==> config.mk <==
export PLATFORM = sky130hd
export DESIGN_NAME = inv_latch_xcvr
export DESIGN_NICKNAME = d
export VERILOG_FILES = /design/src/rtl/xcvr_pkg.sv /design/src/rtl/xcvr_dir_ctrl.sv /design/src/rtl/xcvr_dir_store.sv /design/src/rtl/inv_latch_xcvr.sv
export SDC_FILE = /design/constraint.sdc
export NUM_CORES = 1
export LEC_CHECK = 0
export BUFFER_PORTS_ARGS = -buffer_cell sky130_fd_sc_hd__buf_4
export CORE_UTILIZATION = 45
export CTS_CLUSTER_SIZE = 40
export DETAILED_ROUTE_END_ITERATION = 10
export PLACE_DENSITY_LB_ADDON = 0.1
export SLEW_MARGIN = 0
export SYNTH_ARGS = -nofsm -noshare
export SYNTH_HDL_FRONTEND = slang
export SYNTH_SLANG_ARGS = --single-unit
==> constraint.sdc <==
create_clock -name clk -period 1.8 [get_ports clk]
set_clock_uncertainty 0.05 [all_clocks]
set_input_delay 0.36 -clock clk [delete_from_list [all_inputs] [get_ports clk]]
set_output_delay 0.36 -clock clk [all_outputs]
set_load 0.03 [all_outputs]
==> src/rtl/xcvr_pkg.sv <==
package xcvr_pkg;

    // Decoded per-direction control.
    typedef struct packed {
        logic pass;   // bank is transparent
        logic drive;  // output port actively drives
    } dir_ctrl_t;

    localparam int unsigned NUM_DIRS = 2;
    localparam int unsigned DIR_AB   = 0;
    localparam int unsigned DIR_BA   = 1;

endpackage

==> src/rtl/xcvr_dir_ctrl.sv <==
module xcvr_dir_ctrl
    import xcvr_pkg::*;
(
    input  logic      clk,
    input  logic      rst_n,
    input  logic      cen_n,
    input  logic      len_n,
    input  logic      oen_n,
    output dir_ctrl_t ctrl
);

    always_comb begin
        ctrl       = '0;
        ctrl.pass  = !cen_n && !len_n;
        ctrl.drive = !cen_n && !oen_n;
    end

    // a disabled bank never drives its port.
    p_no_drive_disabled_r6: assert property (@(posedge clk) disable iff (!rst_n)
        cen_n |-> !ctrl.drive);

    // a disabled bank is never transparent.
    p_no_pass_disabled_r5: assert property (@(posedge clk) disable iff (!rst_n)
        cen_n |-> !ctrl.pass);

endmodule

==> src/rtl/xcvr_dir_store.sv <==
module xcvr_dir_store #(
    parameter int unsigned WIDTH = 8
) (
    input  logic             clk,
    input  logic             rst_n,
    input  logic             pass,
    input  logic [WIDTH-1:0] din,
    output logic [WIDTH-1:0] view_inv
);

    typedef struct packed {
        logic [WIDTH-1:0] held;
    } store_t;

    store_t st_d, st_q;

    always_comb begin
        st_d = st_q;
        if (pass) begin
            st_d.held = din;
        end
        view_inv = pass ? ~din : ~st_q.held;
    end

    always_ff @(posedge clk or negedge rst_n) begin
        if (!rst_n) begin
            st_q <= '0;
        end else begin
            st_q <= st_d;
        end
    end

    // a transparent bank stores the input present at the edge.
    p_capture_r9: assert property (@(posedge clk) disable iff (!rst_n)
        pass |=> (st_q.held == $past(din)));

    // an opaque bank keeps its word.
    p_hold_r4: assert property (@(posedge clk) disable iff (!rst_n)
        !pass |=> $stable(st_q.held));

    // output stays steady over consecutive opaque cycles.
    p_view_steady_r4: assert property (@(posedge clk) disable iff (!rst_n)
        (!pass && $past(!pass)) |-> $stable(view_inv));

endmodule

==> src/rtl/inv_latch_xcvr.sv <==
module inv_latch_xcvr
    import xcvr_pkg::*;
#(
    parameter int unsigned WIDTH = 8
) (
    input  logic             clk,
    input  logic             rst_n,
    input  logic [WIDTH-1:0] a_in,
    output logic [WIDTH-1:0] a_out,
    output logic             a_oe,
    input  logic [WIDTH-1:0] b_in,
    output logic [WIDTH-1:0] b_out,
    output logic             b_oe,
    input  logic             ab_cen,
    input  logic             ab_len,
    input  logic             ab_oen,
    input  logic             ba_cen,
    input  logic             ba_len,
    input  logic             ba_oen
);

    logic [NUM_DIRS-1:0]            cen_v, len_v, oen_v;
    logic [NUM_DIRS-1:0][WIDTH-1:0] src_v, view_v;
    dir_ctrl_t                      ctrl_v [NUM_DIRS];

    assign cen_v[DIR_AB] = ab_cen;
    assign len_v[DIR_AB] = ab_len;
    assign oen_v[DIR_AB] = ab_oen;
    assign src_v[DIR_AB] = a_in;
    assign cen_v[DIR_BA] = ba_cen;
    assign len_v[DIR_BA] = ba_len;
    assign oen_v[DIR_BA] = ba_oen;
    assign src_v[DIR_BA] = b_in;

    for (genvar g = 0; g < NUM_DIRS; g++) begin : g_dir
        xcvr_dir_ctrl u_ctrl (
            .clk   (clk),
            .rst_n (rst_n),
            .cen_n (cen_v[g]),
            .len_n (len_v[g]),
            .oen_n (oen_v[g]),
            .ctrl  (ctrl_v[g])
        );

        xcvr_dir_store #(.WIDTH(WIDTH)) u_store (
            .clk      (clk),
            .rst_n    (rst_n),
            .pass     (ctrl_v[g].pass),
            .din      (src_v[g]),
            .view_inv (view_v[g])
        );
    end

    assign b_out = view_v[DIR_AB];
    assign b_oe  = ctrl_v[DIR_AB].drive;
    assign a_out = view_v[DIR_BA];
    assign a_oe  = ctrl_v[DIR_BA].drive;

    // port drive bits follow the direction's bank enable.
    p_b_hiz_r6: assert property (@(posedge clk) disable iff (!rst_n)
        ab_cen |-> !b_oe);
    p_a_hiz_r6: assert property (@(posedge clk) disable iff (!rst_n)
        ba_cen |-> !a_oe);

    // the A-to-B output is unaffected by B-to-A activity while opaque.
    p_ab_isolated_r1: assert property (@(posedge clk) disable iff (!rst_n)
        (ab_cen && $past(ab_cen)) |-> $stable(b_out));

endmodule

==> flow_summary.ini <==
[pwr]
max-vdd-ir-drop_uv = 696
p_per_area_nw_per_um2 = 866
leakagePower_nw = 0.579
power_mw = 1.05

[setup_path]
worst_setup_path_start_kind = primary input
crit_top_cell = buf_4
required_ns = 1.39
crit_path_max_incr_delay_ns = 0.34
arrival_ns = 1.25
critPathKind = primary input to output port
cpMaxStageDelayCell = nor2_4
regToRegSetupSlack_ns = 0.99
path_cells = buf_4 > nor2_4 > mux2i_1 > buf_4
cp_max_fo = 13
end_kind = output port

[drt]
first_pass_iters = 4
met3_length_um = 78
drc = 0
top_layer = met3
vias = 603
wl_per_cell_um = 11.7
postRouteAntennaNets = 0
drt-met1-wl_um = 565
drt_wl_total_um = 1480
routed-wl-met2_um = 837
viasPerCell = 4.75
drt_iter0_markers = 5

[floorplan]
start_util = 0.478
core_area_um2 = 1730
fp.dieW_um = 44.8
rows = 15
ios = 42
dieArea_um2 = 2010
die_h_um = 44.8

[timing]
max_freq_mhz = 601
fin_crit_sh = 0.924
fin_crit_ns = 1.66
maxSlewViolCount = 0
hold_viol = 0
tightestPinTransition_ns = 0.406
rsz0062_at_grt = no
max_slew_margin = 0.728
setup_viol = 0
tns_ns = 0

[final_layout]
final_area_um2 = 1210
nets = 127
drive_above_1_share = 0.657
reg_top3 = g_dir.u_store.st_q x16
largest_reg_flops = 16
regMostFlops = g_dir.u_store.st_q
syn2layout_area_growth_pct = 47.0
antenna_cells = 0
fin_cells = 127

[yosys]
yosysTopAreaCell = dfrtp_1
synth-edff-count = 0
async_reset_ff_frac = 1.00
synth-seq-cells = 16
synth_area_leaders = dfrtp_1, mux2i_1, mux2_2
synthTopCellsByCount = dfrtp_1, mux2i_1, mux2_2, mux2_4
netlist_area_um2 = 826
ys_types = 7
synth_cells = 54
synth-warning-count = 0
synthFlopType = dfrtp_1
yosysSeqAreaShare = 0.485
syn_area_per_cell_um2 = 15.3
syn-num-nets = 78
synth.top_cell.area_share = 0.485

[outcome]
status = finished, final reports clean

[global_routing]
grt_start_max_net_pins = 17
grtUsageTotal = 0.161
antenna_found_initial = 0
grt_remaining_overflow = 0
first_global_vias = 559
grt_pass1_wl_um = 2260

[clock_network]
clkTransAtPathRegs_ns = 0.09
cts_root_buffer = clkbuf_4
clock_sinks = 16
cts_tree = built
cts_buffers = 3
clk_latency_ns = 0.28
postCtsSetupBuffers = 0
cts-htree-levels = 1
clockBufferDepth = 2

[placement]
dp.cells = 122
post_dp_cell_area_um2 = 1170
hpwl_um = 1180
portBuffers = 41
gp_congestion = 0.615

[job]
cap_viol_max_count = 0

[hold_path]
hold_path_class = primary input to flip-flop
## cells by family after synthesis
group,share of synthesized area
buf+inv,0.0485
mux,0.430
flops,0.485
simple gates,0.0364
## worst paths after layout
check,start,to,cells past startpoint
worst max-delay path,ab_cen,b_out[1],4
worst min-delay path,a_in[0],g_dir[0].u_store.st_q[0]$_DFFE_PN0P_,2
worst max register to register,g_dir[0].u_store.st_q[4]$_DFFE_PN0P_,g_dir[0].u_store.st_q[4]$_DFFE_PN0P_,1
worst min register to register,g_dir[1].u_store.st_q[1]$_DFFE_PN0P_,g_dir[1].u_store.st_q[1]$_DFFE_PN0P_,1
max in group asynchronous,rst_n,g_dir[0].u_store.st_q[4]$_DFFE_PN0P_,2
min in group asynchronous,rst_n,g_dir[0].u_store.st_q[0]$_DFFE_PN0P_,2
## routing by layer
layer / up-vias / track usage
li1: 294 / -
met1: 290 / 0.168
met2: 19 / 0.297
met3: 0 / 0.0720
met4: 0 / 0.0364
met5: - / 0
## area by class of cell
| type | instances | area (um2) |
|---|---|---|
| fillers | 144 | 513 |
| multi-input cells | 36 | 385 |
| flip-flops and latches | 16 | 400 |
| well taps | 25 | 31.3 |
| repair buffers | 46 | 360 |
| clock buffers | 4 | 36.3 |
## worst max-delay path: cells and delay by family
kind,cells,cell delay (ns)
muxes,1,0.24
and+or+nand+nor,1,0.34
buffers and inverters,2,0.30
## power by group
part,switching [mW],internal (mW)
Clock,0.102,0.123
Combinational,0.200,0.188
Sequential,0.0257,0.412
## placed cells by master (no fill, tap or decap), types with 2 or more instances in the layout
| master | n |
|---|---|
| dfrtp_1 | 16 |
| nor2_4 | 2 |
| buf_4 | 44 |
| mux2_4 | 4 |
| nor2_1 | 2 |
| mux2i_1 | 16 |
| mux2_2 | 12 |
| clkbuf_4 | 3 |
## stage by stage
stage,setup slack [ns],hold slack [ns],util
2_1_floorplan,0.101,0.0144,-
3_3_place_gp,0.151,0.178,0.676
3_5_place_dp,0.140,0.177,0.676
4_1_cts,0.134,0.257,0.703
5_1_grt,0.0509,0.244,0.703
6_report,0.137,0.268,0.703
## timing repair
action / CTS / global route
resized for setup: 0 / 0
hold endpoints to repair: 16 / 0
hold buffers: 1 / 0
No activity file was read; power rests on OpenSTA's default activity.
